[src/rtl/gate_pkg.sv]
package gate_pkg;
  localparam int unsigned DATA_W = 32;
  localparam logic [DATA_W-1:0] KEY_FIRST  = 32'h3A7F5CA3;
  localparam logic [DATA_W-1:0] KEY_SECOND = 32'hA1E34F20;
  localparam logic [DATA_W-1:0] KEY_THIRD  = 32'h9608B2C1;

  typedef enum logic [1:0] {
    ST_IDLE  = 2'd0,
    ST_STEP1 = 2'd1,
    ST_STEP2 = 2'd2,
    ST_OPEN  = 2'd3
  } gate_state_e;
endpackage

[src/rtl/gate_addr_match.sv]
module gate_addr_match #(
  parameter int unsigned ADDR_W = 8,
  parameter logic [ADDR_W-1:0] KEY_OFFSET = 'h40
) (
  input  logic              wr_en_i,
  input  logic              rd_en_i,
  input  logic [ADDR_W-1:0] addr_i,
  output logic              wr_hit_o,
  output logic              rd_hit_o
);
  logic sel;
  assign sel      = (addr_i == KEY_OFFSET);
  assign wr_hit_o = wr_en_i & sel;
  assign rd_hit_o = rd_en_i & sel;
endmodule

[src/rtl/gate_seq_fsm.sv]
module gate_seq_fsm
  import gate_pkg::*;
(
  input  logic              clk_i,
  input  logic              rst_ni,
  input  logic              wr_hit_i,
  input  logic [DATA_W-1:0] wdata_i,
  output gate_state_e       state_o,
  output logic              open_o
);
  gate_state_e state_q, state_d;

  always_comb begin
    state_d = state_q;
    if (wr_hit_i) begin
      if (state_q == ST_OPEN)
        state_d = ST_IDLE;              // any write relocks, never a step
      else if (wdata_i == KEY_FIRST)
        state_d = ST_STEP1;             // restart counts as step one
      else if (state_q == ST_STEP1 && wdata_i == KEY_SECOND)
        state_d = ST_STEP2;
      else if (state_q == ST_STEP2 && wdata_i == KEY_THIRD)
        state_d = ST_OPEN;
      else
        state_d = ST_IDLE;
    end
  end

  always_ff @(posedge clk_i or negedge rst_ni) begin
    if (!rst_ni) state_q <= ST_IDLE;
    else         state_q <= state_d;
  end

  assign state_o = state_q;
  assign open_o  = (state_q == ST_OPEN);
endmodule

[src/rtl/info_access_gate.sv]
module info_access_gate
  import gate_pkg::*;
#(
  parameter int unsigned ADDR_W = 8,
  parameter logic [ADDR_W-1:0] KEY_OFFSET = 'h40
) (
  input  logic              clk_i,
  input  logic              rst_ni,
  input  logic              wr_en_i,
  input  logic              rd_en_i,
  input  logic [ADDR_W-1:0] addr_i,
  input  logic [DATA_W-1:0] wdata_i,
  output logic [DATA_W-1:0] rdata_o,
  output logic              access_en_o
);
  logic        wr_hit, rd_hit;
  gate_state_e state;
  logic [DATA_W-1:0] rdata_q;

  gate_addr_match #(.ADDR_W(ADDR_W), .KEY_OFFSET(KEY_OFFSET)) u_match (
    .wr_en_i (wr_en_i),
    .rd_en_i (rd_en_i),
    .addr_i  (addr_i),
    .wr_hit_o(wr_hit),
    .rd_hit_o(rd_hit)
  );

  gate_seq_fsm u_fsm (
    .clk_i   (clk_i),
    .rst_ni  (rst_ni),
    .wr_hit_i(wr_hit),
    .wdata_i (wdata_i),
    .state_o (state),
    .open_o  (access_en_o)
  );

  // write-only: the read path never exposes state
  always_ff @(posedge clk_i or negedge rst_ni) begin
    if (!rst_ni)     rdata_q <= '0;
    else if (rd_hit) rdata_q <= '0;
  end
  assign rdata_o = rdata_q;

  logic unused_state;
  assign unused_state = ^state;
endmodule

[config.mk]
export PLATFORM = sky130hd
export DESIGN_NAME = info_access_gate
export DESIGN_NICKNAME = d
export VERILOG_FILES = /design/src/rtl/gate_pkg.sv /design/src/rtl/gate_addr_match.sv /design/src/rtl/gate_seq_fsm.sv /design/src/rtl/info_access_gate.sv
export SDC_FILE = /design/constraint.sdc
export NUM_CORES = 1
export LEC_CHECK = 0
export ABC_AREA = 1
export CORE_MARGIN = 4
export CORE_UTILIZATION = 30
export CTS_BUF_LIST = sky130_fd_sc_hd__clkbuf_4
export DETAILED_ROUTE_END_ITERATION = 10
export PLACE_DENSITY = 0.78
export SLEW_MARGIN = 25
export SYNTH_ARGS = -nofsm -noshare
export SYNTH_HDL_FRONTEND = slang
export SYNTH_HIERARCHICAL = 1
export SYNTH_SLANG_ARGS = --single-unit
[constraint.sdc]
create_clock -name clk_i -period 2.6 [get_ports clk_i]
set_clock_uncertainty 0.15 [all_clocks]
set_input_delay 0.39 -clock clk_i [delete_from_list [all_inputs] [get_ports clk_i]]
set_output_delay 0.39 -clock clk_i [all_outputs]
set_load 0.05 [all_outputs]
==> summary.md <==
| Metric | Value |
|---|---|
| DP Worst Slack | 0.7487 ns |
| Clk Latency, worst-skew pair | 0.22 ns |
| # diodes | 0 |
| Clk root buf | clkbuf_4 |
| Total grt overflow | 0 |
| Fmax | 482.2 MHz |
| Postcts setup bufs | 0 |
| Reg2Reg Launch Point | u_fsm/state_o[0]$_DFFE_PN0P_ |
| Final Hold Fails | 0 |
| Clock sink count | 2 |
| DR WL/cell | 8.008 um |
| Die footprint | 3737 sq um |
| Total GRT Usage | 0.09901 |
| Max reg flops | 2 |
| Avg Vias per Cell | 3.822 |
| TritonCTS Buffers | 3 |
| Fill count | 304 |
| Worst hold-check path type | input pin to asynchronous set/reset pin |
| Pwr Density | 252.6 nW/um^2 |
| RSZ-0062 raised after global routing | false |
| CTS tree | yes |
| Final WS setup | 0.5261 ns |
| Critical path arrival | 1.53 ns |
| Core Area | 2734 sq um |
| Vias in the first global route | 775 |
| Worst EP required | 2.06 ns |
| Setup TNS Final | 0 ns |
| Kind of end point of the critical path | output pin |
| Die width | 61.14 um |
| Synthesized area | 847.1 sq um |
| CP max FO | 4 |
| Part of the cycle the worst path needs | 0.7977 |
| YS warnings | 6 |
| Worst vdd ir | 0.1221 mV |
| Initial antenna violation count | 0 |
| Cell count after synthesis | 171 |
| Final slew viol count | 0 |
| Clock transition at path regs | 0.03 ns |
| Largest net degree at the start of global routing | 5 |
| Outcome | complete, no violations |
| Die height | 61.14 um |
| Worst Setup SP | u_fsm/state_o[1]$_DFFE_PN0P_ |
| Iter 0 DRT Violations | 17 |
| Io pins | 77 |
| Setup CP Type | flop to output pin |
| Vias | 944 |
| Period minus WS final | 2.074 ns |
| Crit path launch type | flop |
| Global placement routability congestion | 0.7835 |
| Leakage | 0.0006490 uW |
| Floorplan row count | 19 |
| Slew margin rel. | 0.6677 |
| H-tree depth | 1 |
| Post-CTS Hold Fix Bufs | 0 |
| WL final | 1978 um |
| DP Wirelength | 1803 um |
| Final net count | 262 |
| Final setup violation count | 0 |
| Post-CTS Resized | 0 |
| Post-route DRC violation count | 0 |
| CTS max path bufs | 2 |
| Max Cap Violations | 0 |
| Detail Route Antenna Nets | 0 |
| Area grow syn2layout | 43.43% |
| First-pass GRT wire length | 2794 um |
| Worst-Margin Slew | 0.4970 ns |
| First-pass iteration count of the detailed router | 4 |
| Avg Cell Area, Syn | 4.954 sq um |
| Starting Density | 0.3098 |
| I/O Buffers | 43 |
| Share of layout cells above drive strength 1 | 0.05093 |
## routing by layer
| layer | share of wire | up-vias | track usage |
|---|---|---|---|
| li1 | - | 526 | - |
| met1 | 0.41 | 372 | 0.1223 |
| met2 | 0.46 | 44 | 0.1601 |
| met3 | 0.12 | 2 | 0.02516 |
| met4 | 0.0096 | 0 | 0.04644 |
| met5 | 0 | - | 0 |
## where the power goes
part | internal, uW | leakage (uW) | switching, uW | total (uW)
clock | 50.9 | 0.0000138 | 17.4 | 68.3
sequential | 31.4 | 0.0000280 | 0.000000000716 | 31.4
combinational | 67.7 | 0.000607 | 139 | 207
total | 150 | 0.000649 | 157 | 307
## critical path, cell delays in order, from the launching register on
cell and delay [ns]:
dfrtp_1 0.37, nand2_1 0.06, inv_1 0.08, clkdlybuf4s50_1 0.80
## cells in the final DEF, fill, tap and decap left out
cell and count:
inv_1 36, clkdlybuf4s50_1 43, dfrtp_1 2, inv_2 3, nand2_1 51, clkbuf_4 3
nor3_1 8, nor2_2 4, nor3_2 1, nand4_1 4, conb_1 32, nand3_1 5
nor2_1 24
## worst paths after layout
path                                                 to  slack (ns)  cells past startpoint
min reg2reg                u_fsm/state_o[0]$_DFFE_PN0P_        0.35                      2
max in group asynchronous  u_fsm/state_o[1]$_DFFE_PN0P_        2.00                      1
max                                         access_en_o        0.53                      3
max reg2reg                u_fsm/state_o[0]$_DFFE_PN0P_        1.37                      9
min                        u_fsm/state_o[0]$_DFFE_PN0P_        0.18                      1
min in group clk_i         u_fsm/state_o[0]$_DFFE_PN0P_        0.35                      2
## per-stage QoR
stage | total power [uW] | util | cells | instance area [sq um] | hold WS [ns]
after floorplan | 200.0 | - | 202 | 963.4 | -0.05559
after global placement | 236.5 | 0.4362 | 244 | 1192 | 0.3484
after detailed placement | 237.8 | 0.4362 | 244 | 1192 | 0.3412
after CTS | 311.1 | 0.4444 | 247 | 1215 | 0.1738
after global routing | 333.2 | 0.4444 | 247 | 1215 | 0.1692
final | 306.9 | 0.4444 | 247 | 1215 | 0.1800
## area by class of cell
type / count / area [sq um] / share of cell area
Multi-Input combinational cell: 129 / 526.8 / 0.4336
Timing Repair Buffer: 43 / 430.4 / 0.3543
Inverter: 39 / 146.4 / 0.1205
Sequential cell: 2 / 50.05 / 0.04119
Tap cell: 31 / 38.79 / 0.03193
Clock buffer: 3 / 22.52 / 0.01854
Power figures use the tool's default switching activity.
